`src/rtl/late_write_sram_pkg.sv`:
```
package late_write_sram_pkg;
  // Strobes issued by the control to the datapath for the current cycle
  typedef struct packed {
    logic takeCmd;    // capture address on this edge
    logic loadOut;    // load output register (read accepted on last edge)
    logic capData;    // capture write data (write accepted on last edge)
    logic commit;     // retire the held write into the array
    logic holdValid;  // holding registers contain an uncommitted write
  } lw_strobe_t;
endpackage

```
`src/rtl/late_write_sram_ctrl.sv`:
```
module late_write_sram_ctrl
  import late_write_sram_pkg::*;
(
  input  logic       clk,
  input  logic       rstN,
  input  logic       selN,
  input  logic       writeN,
  input  logic       outEnN,
  output lw_strobe_t stb,
  output logic       driveEn
);
  logic rdPend;     // read accepted on the previous edge
  logic wrPend;     // write accepted on the previous edge
  logic driveReg;   // output register holds a read word
  logic holdValid;

  always_ff @(posedge clk or negedge rstN) begin
    if (!rstN) begin
      rdPend    <= 1'b0;
      wrPend    <= 1'b0;
      driveReg  <= 1'b0;
      holdValid <= 1'b0;
    end else begin
      rdPend   <= !selN && writeN;
      wrPend   <= !selN && !writeN;
      driveReg <= rdPend;
      if (wrPend) holdValid <= 1'b1;
    end
  end

  always_comb begin
    stb.takeCmd   = !selN;
    stb.loadOut   = rdPend;
    stb.capData   = wrPend;
    stb.commit    = wrPend && holdValid;
    stb.holdValid = holdValid;
  end

  // Write data phase forces the bus off irrespective of output enable
  assign driveEn = driveReg && !outEnN && !wrPend;

  // Cycles since reset, saturating; keeps $past windows inside the reset-free span
  logic [1:0] agedCnt;
  always_ff @(posedge clk or negedge rstN) begin
    if (!rstN) agedCnt <= 2'd0;
    else if (agedCnt != 2'd3) agedCnt <= agedCnt + 2'd1;
  end


  read_drives_chk: assert property (@(posedge clk) disable iff (!rstN)
    (agedCnt >= 2'd2 && $past(!selN && writeN, 2) && !$past(!selN && !writeN) && !outEnN)
      |-> driveEn);


  oe_gates_chk: assert property (@(posedge clk) disable iff (!rstN)
    outEnN |-> !driveEn);


  write_phase_quiet_chk: assert property (@(posedge clk) disable iff (!rstN)
    (!selN && !writeN) |=> !driveEn);


  deselect_release_chk: assert property (@(posedge clk) disable iff (!rstN)
    (agedCnt >= 2'd2 && $past(selN, 2)) |-> !driveEn);
endmodule

```
`src/rtl/late_write_sram_dp.sv`:
```
module late_write_sram_dp
  import late_write_sram_pkg::*;
#(
  parameter int BYTES  = 4,
  parameter int BYTE_W = 8,
  parameter int DEPTH  = 64,
  localparam int AW    = $clog2(DEPTH),
  localparam int DW    = BYTES * BYTE_W
) (
  input  logic             clk,
  input  logic             rstN,
  input  lw_strobe_t       stb,
  input  logic [AW-1:0]    addr,
  input  logic [BYTES-1:0] byteSelN,
  input  logic [DW-1:0]    dataIn,
  output logic [DW-1:0]    dataOut
);
  logic [AW-1:0]    cmdAddr;
  logic [AW-1:0]    holdAddr;
  logic [DW-1:0]    holdData;
  logic [BYTES-1:0] holdMask;
  logic [DW-1:0]    mergedWord;
  logic [DW-1:0]    outReg;
  logic             addrHit;

  always_ff @(posedge clk or negedge rstN) begin
    if (!rstN) begin
      cmdAddr  <= '0;
      holdAddr <= '0;
      holdData <= '0;
      holdMask <= '0;
    end else begin
      if (stb.takeCmd) cmdAddr <= addr;
      if (stb.capData) begin
        holdAddr <= cmdAddr;
        holdData <= dataIn;
        holdMask <= ~byteSelN;
      end
    end
  end

  assign addrHit = stb.holdValid && (holdAddr == cmdAddr);

  // One storage array per byte lane; forwarding decided per lane
  for (genvar b = 0; b < BYTES; b++) begin : g_lane
    logic [BYTE_W-1:0] laneMem [DEPTH];

    always_ff @(posedge clk) begin
      if (stb.commit && holdMask[b])
        laneMem[holdAddr] <= holdData[b*BYTE_W +: BYTE_W];
    end

    assign mergedWord[b*BYTE_W +: BYTE_W] =
      (addrHit && holdMask[b]) ? holdData[b*BYTE_W +: BYTE_W] : laneMem[cmdAddr];
  end

  always_ff @(posedge clk or negedge rstN) begin
    if (!rstN)            outReg <= '0;
    else if (stb.loadOut) outReg <= mergedWord;
  end

  assign dataOut = outReg;
endmodule

```
`src/rtl/late_write_sram.sv`:
```
module late_write_sram
  import late_write_sram_pkg::*;
#(
  parameter int BYTES  = 4,
  parameter int BYTE_W = 8,
  parameter int DEPTH  = 64,
  localparam int AW    = $clog2(DEPTH),
  localparam int DW    = BYTES * BYTE_W
) (
  input  logic             clk,
  input  logic             rstN,
  input  logic             selN,
  input  logic             writeN,
  input  logic             outEnN,
  input  logic [AW-1:0]    addr,
  input  logic [BYTES-1:0] byteSelN,
  input  logic [DW-1:0]    dataIn,
  output logic [DW-1:0]    dataOut,
  output logic             driveEn
);
  lw_strobe_t stb;

  late_write_sram_ctrl u_ctrl (
    .clk     (clk),
    .rstN    (rstN),
    .selN    (selN),
    .writeN  (writeN),
    .outEnN  (outEnN),
    .stb     (stb),
    .driveEn (driveEn)
  );

  late_write_sram_dp #(
    .BYTES  (BYTES),
    .BYTE_W (BYTE_W),
    .DEPTH  (DEPTH)
  ) u_dp (
    .clk      (clk),
    .rstN     (rstN),
    .stb      (stb),
    .addr     (addr),
    .byteSelN (byteSelN),
    .dataIn   (dataIn),
    .dataOut  (dataOut)
  );
endmodule

```
`config.mk`:
```
export PLATFORM = sky130hd
export DESIGN_NAME = late_write_sram
export DESIGN_NICKNAME = d
export VERILOG_FILES = /design/src/rtl/late_write_sram_pkg.sv /design/src/rtl/late_write_sram_ctrl.sv /design/src/rtl/late_write_sram_dp.sv /design/src/rtl/late_write_sram.sv
export SDC_FILE = /design/constraint.sdc
export NUM_CORES = 2
export LEC_CHECK = 0
export BUFFER_PORTS_ARGS = -buffer_cell sky130_fd_sc_hd__buf_2
export CAP_MARGIN = 20
export CORE_ASPECT_RATIO = 1.4
export CORE_MARGIN = 4
export CORE_UTILIZATION = 63
export DETAILED_ROUTE_END_ITERATION = 8
export GPL_TIMING_DRIVEN = 0
export PLACE_DENSITY = 0.78
export SLEW_MARGIN = 10
export SYNTH_ARGS = -nofsm -noshare
export SYNTH_HDL_FRONTEND = slang
export SYNTH_SLANG_ARGS = --single-unit
```
`constraint.sdc`:
```
create_clock -name clk -period 3.23 [get_ports clk]
set_input_delay 0.1615 -clock clk [delete_from_list [all_inputs] [get_ports clk]]
set_output_delay 0.1615 -clock clk [all_outputs]
set_load 0.01 [all_outputs]
```
Yosys cells after proc, flatten, opt, wreduce, memory -nomap -nowiden
Memories as Yosys holds them, arrays and structs flattened.
Index checks and enable logic that the tools add are counted.
W data, S select, Z words.

storage, ports and cells
  register bits = 84
  memories = 4
  input bits = 47
  RAM bits = 2048
  output and inout port bits = 33

cells by class
  bitwise gates (word level) = 1
  reductions and logical operators = 18
  equality and inequality tests = 1
  muxes and demuxes = 12

memories
  name                    words  bits a word  read ports  clocked after Yosys merged registers in  wr ports  RTL line                  RTL
  u_dp.g_lane[0].laneMem  64     8            1           0                                        1         late_write_sram_dp.sv:46  logic [BYTE_W-1:0] laneMem [DEPTH];
  u_dp.g_lane[1].laneMem  64     8            1           0                                        1         late_write_sram_dp.sv:46
  u_dp.g_lane[2].laneMem  64     8            1           0                                        1         late_write_sram_dp.sv:46
  u_dp.g_lane[3].laneMem  64     8            1           0                                        1         late_write_sram_dp.sv:46

operators by type and width
  operator             count
  $mux W8              4
  $logic_and A1 B1 Y1  14
  $mux W1              8
  $eq A6 B6 Y1         1
  $logic_not A1 Y1     4
  $not A4 Y4           1

Depth between registers and ports, before layout
  depth after elaboration = 4
  depth in mapped cells = 12
  depth with buffers taken out = 6

Hierarchy
A second synthesis with hierarchy kept.

second synthesis, totals
  cells, all modules = 3879
  area, all modules = 82029.9 µm²

by module, submodules not included
  module                times used  area each (µm²)  cells each
  late_write_sram_dp    1           81872.3          3866
  late_write_sram_ctrl  1           157.7            13

Worst setup path before layout
OpenSTA, ideal clock, no wires.

  path type = register -> register
  from = reg u_dp.cmdAddr[0]
  to = reg u_dp.outReg[0] (netlist: u_dp.dataOut[0])
  setup slack = 0.831 ns
  setup time = 0.120 ns
  clock period less this slack = 2.399 ns
  data required time = 3.110 ns
  cell stages (with the launch flop) = 11
  data arrival time = 2.279 ns
  cell sequence = dfrtp_1 buf_6 buf_4 buf_4 buf_2 mux4_2 a22oi_1 nand2_1 a21oi_1 nand2_1 a31o_2

on the way
  word-level cells in the longest chain between the ends = 4
  elaborated cells on any way between the ends = 5
  classes of those cells = 1 x eq/ne; 1 x mux; 2 x reduce/logical; 1 x memory

ends and longest elaborated chain
  item                                                    RTL line                  RTL
  start: declaration                                      late_write_sram_dp.sv:18  logic [AW-1:0] cmdAddr;
  start signal: assignment                                late_write_sram_dp.sv:33  if (stb.takeCmd) cmdAddr <= addr;
  branches (longest 3 deep; another with $mem_v2 Z64 W8)  --
  $mux W8 (*)                                             late_write_sram_dp.sv:54  (addrHit && holdMask[b]) ? holdData[b*BYTE_W +: BYTE_W] : laneMem[cmdAddr];
  end signal: assignment                                  late_write_sram_dp.sv:59  else if (stb.loadOut) outReg <= mergedWord;
  end: declaration                                        late_write_sram_dp.sv:23  logic [DW-1:0] outReg;

Mark *: on every way between the ends.
A chain may end at the register's enable or synchronous reset.

Worst setup path in the final report
  from = reg u_ctrl.wrPend
  to = mem u_dp.g_lane[1].laneMem[36][4] (enable)

on the way
  word-level cells in the longest chain between the ends = 4

ends and longest elaborated chain
  item                           RTL line                    RTL
  start: declaration             late_write_sram_ctrl.sv:13  logic wrPend;
  start signal: assignment       late_write_sram_ctrl.sv:25  wrPend <= !selN && !writeN;
  $logic_and A1 B1 Y1            late_write_sram_ctrl.sv:35  stb.commit = wrPend && holdValid;
  $logic_and A1 B1 Y1            late_write_sram_dp.sv:49    if (stb.commit && holdMask[b])
  $mux W1                        late_write_sram_dp.sv:49
  $mux W1 (implied by the code)  late_write_sram_dp.sv:50    laneMem[holdAddr] <= holdData[b*BYTE_W +: BYTE_W];
  end: declaration               late_write_sram_dp.sv:46

Every way passes these cells.

==> metrics.sh <==
OUTCOME='complete, but fails checks'
VIOLATED_CHECKS='design-rule violations, negative setup slack'
LAYOUT_MIN_CYCLE_TIME_NS=3.53
PROPORTION_OF_SYNTHESIZED_AREA_IN_MUX_CELLS=0.157
CTS_ROOT_BUFFER='clkbuf_16'
ROUTE.VIAS.TOTAL=46300
UTILIZATION_AFTER_LAYOUT=0.718
GRT_SETUP_UNREPAIRED='true'
SYNTH-ADDER-AREA-SHARE=0
DETAILEDROUTE.FIRSTPASSITERATIONCOUNT=9
CRITPATHREQUIREDTIME_NS=3.70
SYN_INST=3943
WL_MET1_MM=79.6
IOPINCOUNT=80
CTS-ROOT-TO-SINK-BUFFERS=3
DIE_WIDTH_UM=314
AREA_DELTA_SYNTH_FINAL_PCT=13.6
MET3WIRELENGTH_MM=40.0
SYNTH_AREA_UM2=82600
YOSYS.AREA.TOP_TYPE='edfxtp_1'
TIMING.CLOCK.SKEW_NS=0.0388
DP_WORST_SETUP_SLACK_NS=-0.979
SETUP_TNS_NS=-41.02
SYNTHFLOPTYPE='edfxtp_1'
PLACEABLECOREAREA_UM2=131000
WORSTSETUPSTARTPOINTTYPE='flop'
POST-CTS-SETUP-BUFFER-COUNT=0
WORST-SLEW-PIN-TRANSITION_NS=1.31
PLACE_CONGESTION=1.07
CRITICAL_PATH.N_BUFFERS_INVERTERS=1
MULTI_INPUT_COMB_AREA_UM2=18400
POST_SYNTHESIS_SIMPLE_GATE_AREA_FRACTION=0.0293
SYNTHMOSTINSTANTIATEDCELL='edfxtp_1'
TIMING_MAX_TRANSITION_VIOLATIONS_FINAL=0
DIE-HEIGHT_UM=436
CPLARGESTDELAYFAMILY='simple AND/OR/NAND/NOR gates'
MAXSLEWHEADROOM=0.128
TOTAL_POWER_mW=62.0
HOLD_SLACK_NS=0.0754
WORST_PATH_LARGEST_CELL_DELAY_NS=0.92
POST_ROUTE_CELLS_DRIVE_ABOVE_1_SHARE=0.307
DRT_INITIAL_VIOLATIONS=8566
SEQ_AREA_FRAC_SYNTH=0.770
BUFFER_PORTS.INSERTED=78
MIN_PERIOD_OVER_PERIOD=1.09
FILLERINSTANCES=7326
SYNTH.TOP_CELL.AREA_SHARE=0.744
DIEAREA_UM2=137000
NUMCTSBUFFERS=185
YS.WARNINGS.COUNT=0
IR_DROP_uV=655
ROW_COUNT=157
VIASPERCELL=7.44
POST_SYNTH_MAIN_AREA_CONTRIBUTORS='edfxtp_1, mux4_2, dfrtp_1'
ROUTE.DETAILED.DRC=16
CLOCK_SINK_COUNT=2132
POST_SYNTH_EDFFS=2048
CRITICAL_PATH.REG2REG.STARTPOINT='u_ctrl.wrPend$_DFF_PN0_'
TRITONCTS_CLOCK_TREE='done'
P_PER_AREA_nW_PER_UM2=661
MAX_FREQ_MHz=283
WL_PER_CELL_UM=44.2
YOSYS_CELL_TYPES=56
WP_DATA_ARRIVAL_NS=4.00
DP_HPWL_MM=185
CRITICALPATHCATEGORY='reg2reg'
SYNTH_CELL_COUNT_LEADERS='edfxtp_1, mux4_2, nor2_1, nand2_1, a22oi_1'
DRTANTENNAVIOLNETS=0
DETAILROUTE.WIRELENGTH.MET2_MM=125
YS_FF_LATCH=2132
H-TREE-DEPTH=4
MIN-DELAY-PATH-CLASS='in2reg'
SYNTH_COMPOUND_AREA_FRAC=0.0281
FINAL_CRITICAL_PATH_SETUP_SLACK_NS=-0.304
FINALHOLDVIOLATIONS=0
FINAL-SEQ-AREA_UM2=63600
NUMBER_OF_ANTENNA_VIOLATIONS_AT_THE_FIRST_CHECK_IN_GLOBAL_ROUTING=17
R2R_SLACK_NS=-0.30
SYNTH_TOP_FAMILY_BY_AREA='multiplexers'
CRIT_PATH_TOP_DELAY_CELL='nor2_1'
SHARE_OF_FLIP_FLOPS_WITH_AN_ASYNCHRONOUS_SET_OR_RESET_AFTER_SYNTHESIS=0.0394
LEAKAGE_nW=29.6
LARGEST_NET_DEGREE_AT_THE_START_OF_GLOBAL_ROUTING=67
CLOCK_PIN_SLEW_OF_THE_REGISTERS_ON_THE_WORST_CASE_SETUP_AND_HOLD_PATHS_NS=0.07
AVGSYNTHCELLAREA_UM2=21.0
WL_MM=275
SYNTHESIS.NETS=3990
CP_CELL_SEQUENCE='nand3_1, clkbuf_1, nor2_1'
MAX_CAP_VIOLATIONS=0
ORIGIN_OF_THE_WORST_MIN_DELAY_PATH='dataIn[31]'
TOPROUTINGLAYERUSED='met5'
FINALSETUPVIOLATIONS=390
CLK-INSERTION-DELAY-LATE_NS=0.87
FIRST_GLOBAL_VIAS=45700
CRIT_FANOUT=10
GRT_REMAINING_OVERFLOW=0
START_UTIL=0.632
SYNTH_XOR_AREA_FRAC=0.000636
GRT_OVERALL_USAGE=0.409
TIMING.CRITICAL_PATH.FROM='u_ctrl.wrPend$_DFF_PN0_'
GRT_FIRST_PASS_WIRELENGTH_MM=374
FINAL_NET_COUNT=4352
WORSTSETUPENDPOINTTYPE='flop'
[kinds of logic after synthesis]
family | Yosys count
mux | 637
xor+xnor | 6
compound gates | 340
simple gates | 579
buf+inv | 249
flops | 2132
[where the power goes]
| part | total (mW) | switching, mW | leakage, nW | internal [mW] |
|---|---|---|---|---|
| Combinational | 7.43 | 4.97 | 7.29 | 2.47 |
| Sequential | 32.2 | 0.769 | 19.4 | 31.4 |
| Clock | 22.4 | 10.2 | 2.92 | 12.2 |
[layer usage]
layer,GRT usage,vias to the layer above
li1,-,17000
met1,0.470,23400
met2,0.603,4648
met3,0.165,1263
met4,0.347,12
met5,0,-
[worst reg2reg max path, delay by kind of cell, from the launching register on]
family	cells	cell delay (ns)
buffers and inverters	1	0.57
flip-flops	1	0.80
AND/OR/NAND/NOR	2	1.78
[state kept, by name (all words and copies together) (netlist names)]
name                 cells
u_ctrl.driveReg          1
u_ctrl.holdValid         1
u_ctrl.rdPend            1
u_ctrl.wrPend            1
u_dp.cmdAddr             6
u_dp.dataOut            32
u_dp.g_lane.laneMem   2048
u_dp.holdAddr            6
u_dp.holdData           32
u_dp.holdMask            4
[repair_timing]
item,CTS,global route
hold endpoints to repair,128,0
setup endpoints to repair,1537,947
gates resized for setup,201,208
hold buffers,51,0
[placed cells by master (no fill, tap or decap), types with 17 or more instances in the layout]
master            n
mux2_2           50
mux2i_1          63
clkbuf_16       188
buf_2            88
buf_8            26
dlygate4sd3_1    50
clkbuf_2         38
buf_4            33
nor2_2          176
edfxtp_1       2048
clkinv_1         43
a22oi_1         136
nand2_1         171
clkinv_2         33
clkbuf_4         19
nor2_1          124
clkbuf_1        113
buf_12           35
dfrtp_1          51
a21oi_1          80
bufinv_16        17
mux4_2          507
buf_6            40
dfrtp_2          32
[per-stage QoR]
step | cell area, um^2 | cells
final | 93800 | 6224
after global routing | 93800 | 6212
after CTS | 93300 | 6214
after detailed placement | 86200 | 5821
after global placement | 85200 | 5770
after floorplan | 82600 | 3943
[path summary, 6_finish.rpt]
check / endpoint / depth (start not counted)
setup / recovery: u_dp.g_lane[1].laneMem[36][4]$_DFFE_PP_ / 3
hold / removal: u_dp.holdData[31]$_DFFE_PN0P_ / 3
setup reg to reg: u_dp.g_lane[1].laneMem[36][4]$_DFFE_PP_ / 3
hold reg to reg: u_dp.dataOut[7]$_DFFE_PN0P_ / 1
max in group asynchronous: u_dp.holdData[3]$_DFFE_PN0P_ / 4
min in group asynchronous: u_dp.dataOut[8]$_DFFE_PN0P_ / 4
[cell type report]
type | instances | area share
flip-flops and latches | 2132 | 0.678
inverters | 10 | 0.000400
clock buffers | 232 | 0.0522
well taps | 1749 | 0.0233
diodes | 12 | 0.000320
plain buffers | 233 | 0.0175
multi-input cells | 1562 | 0.196
clock inverters | 113 | 0.0117
repair buffers | 181 | 0.0202
Power figures use the tool's default switching activity.
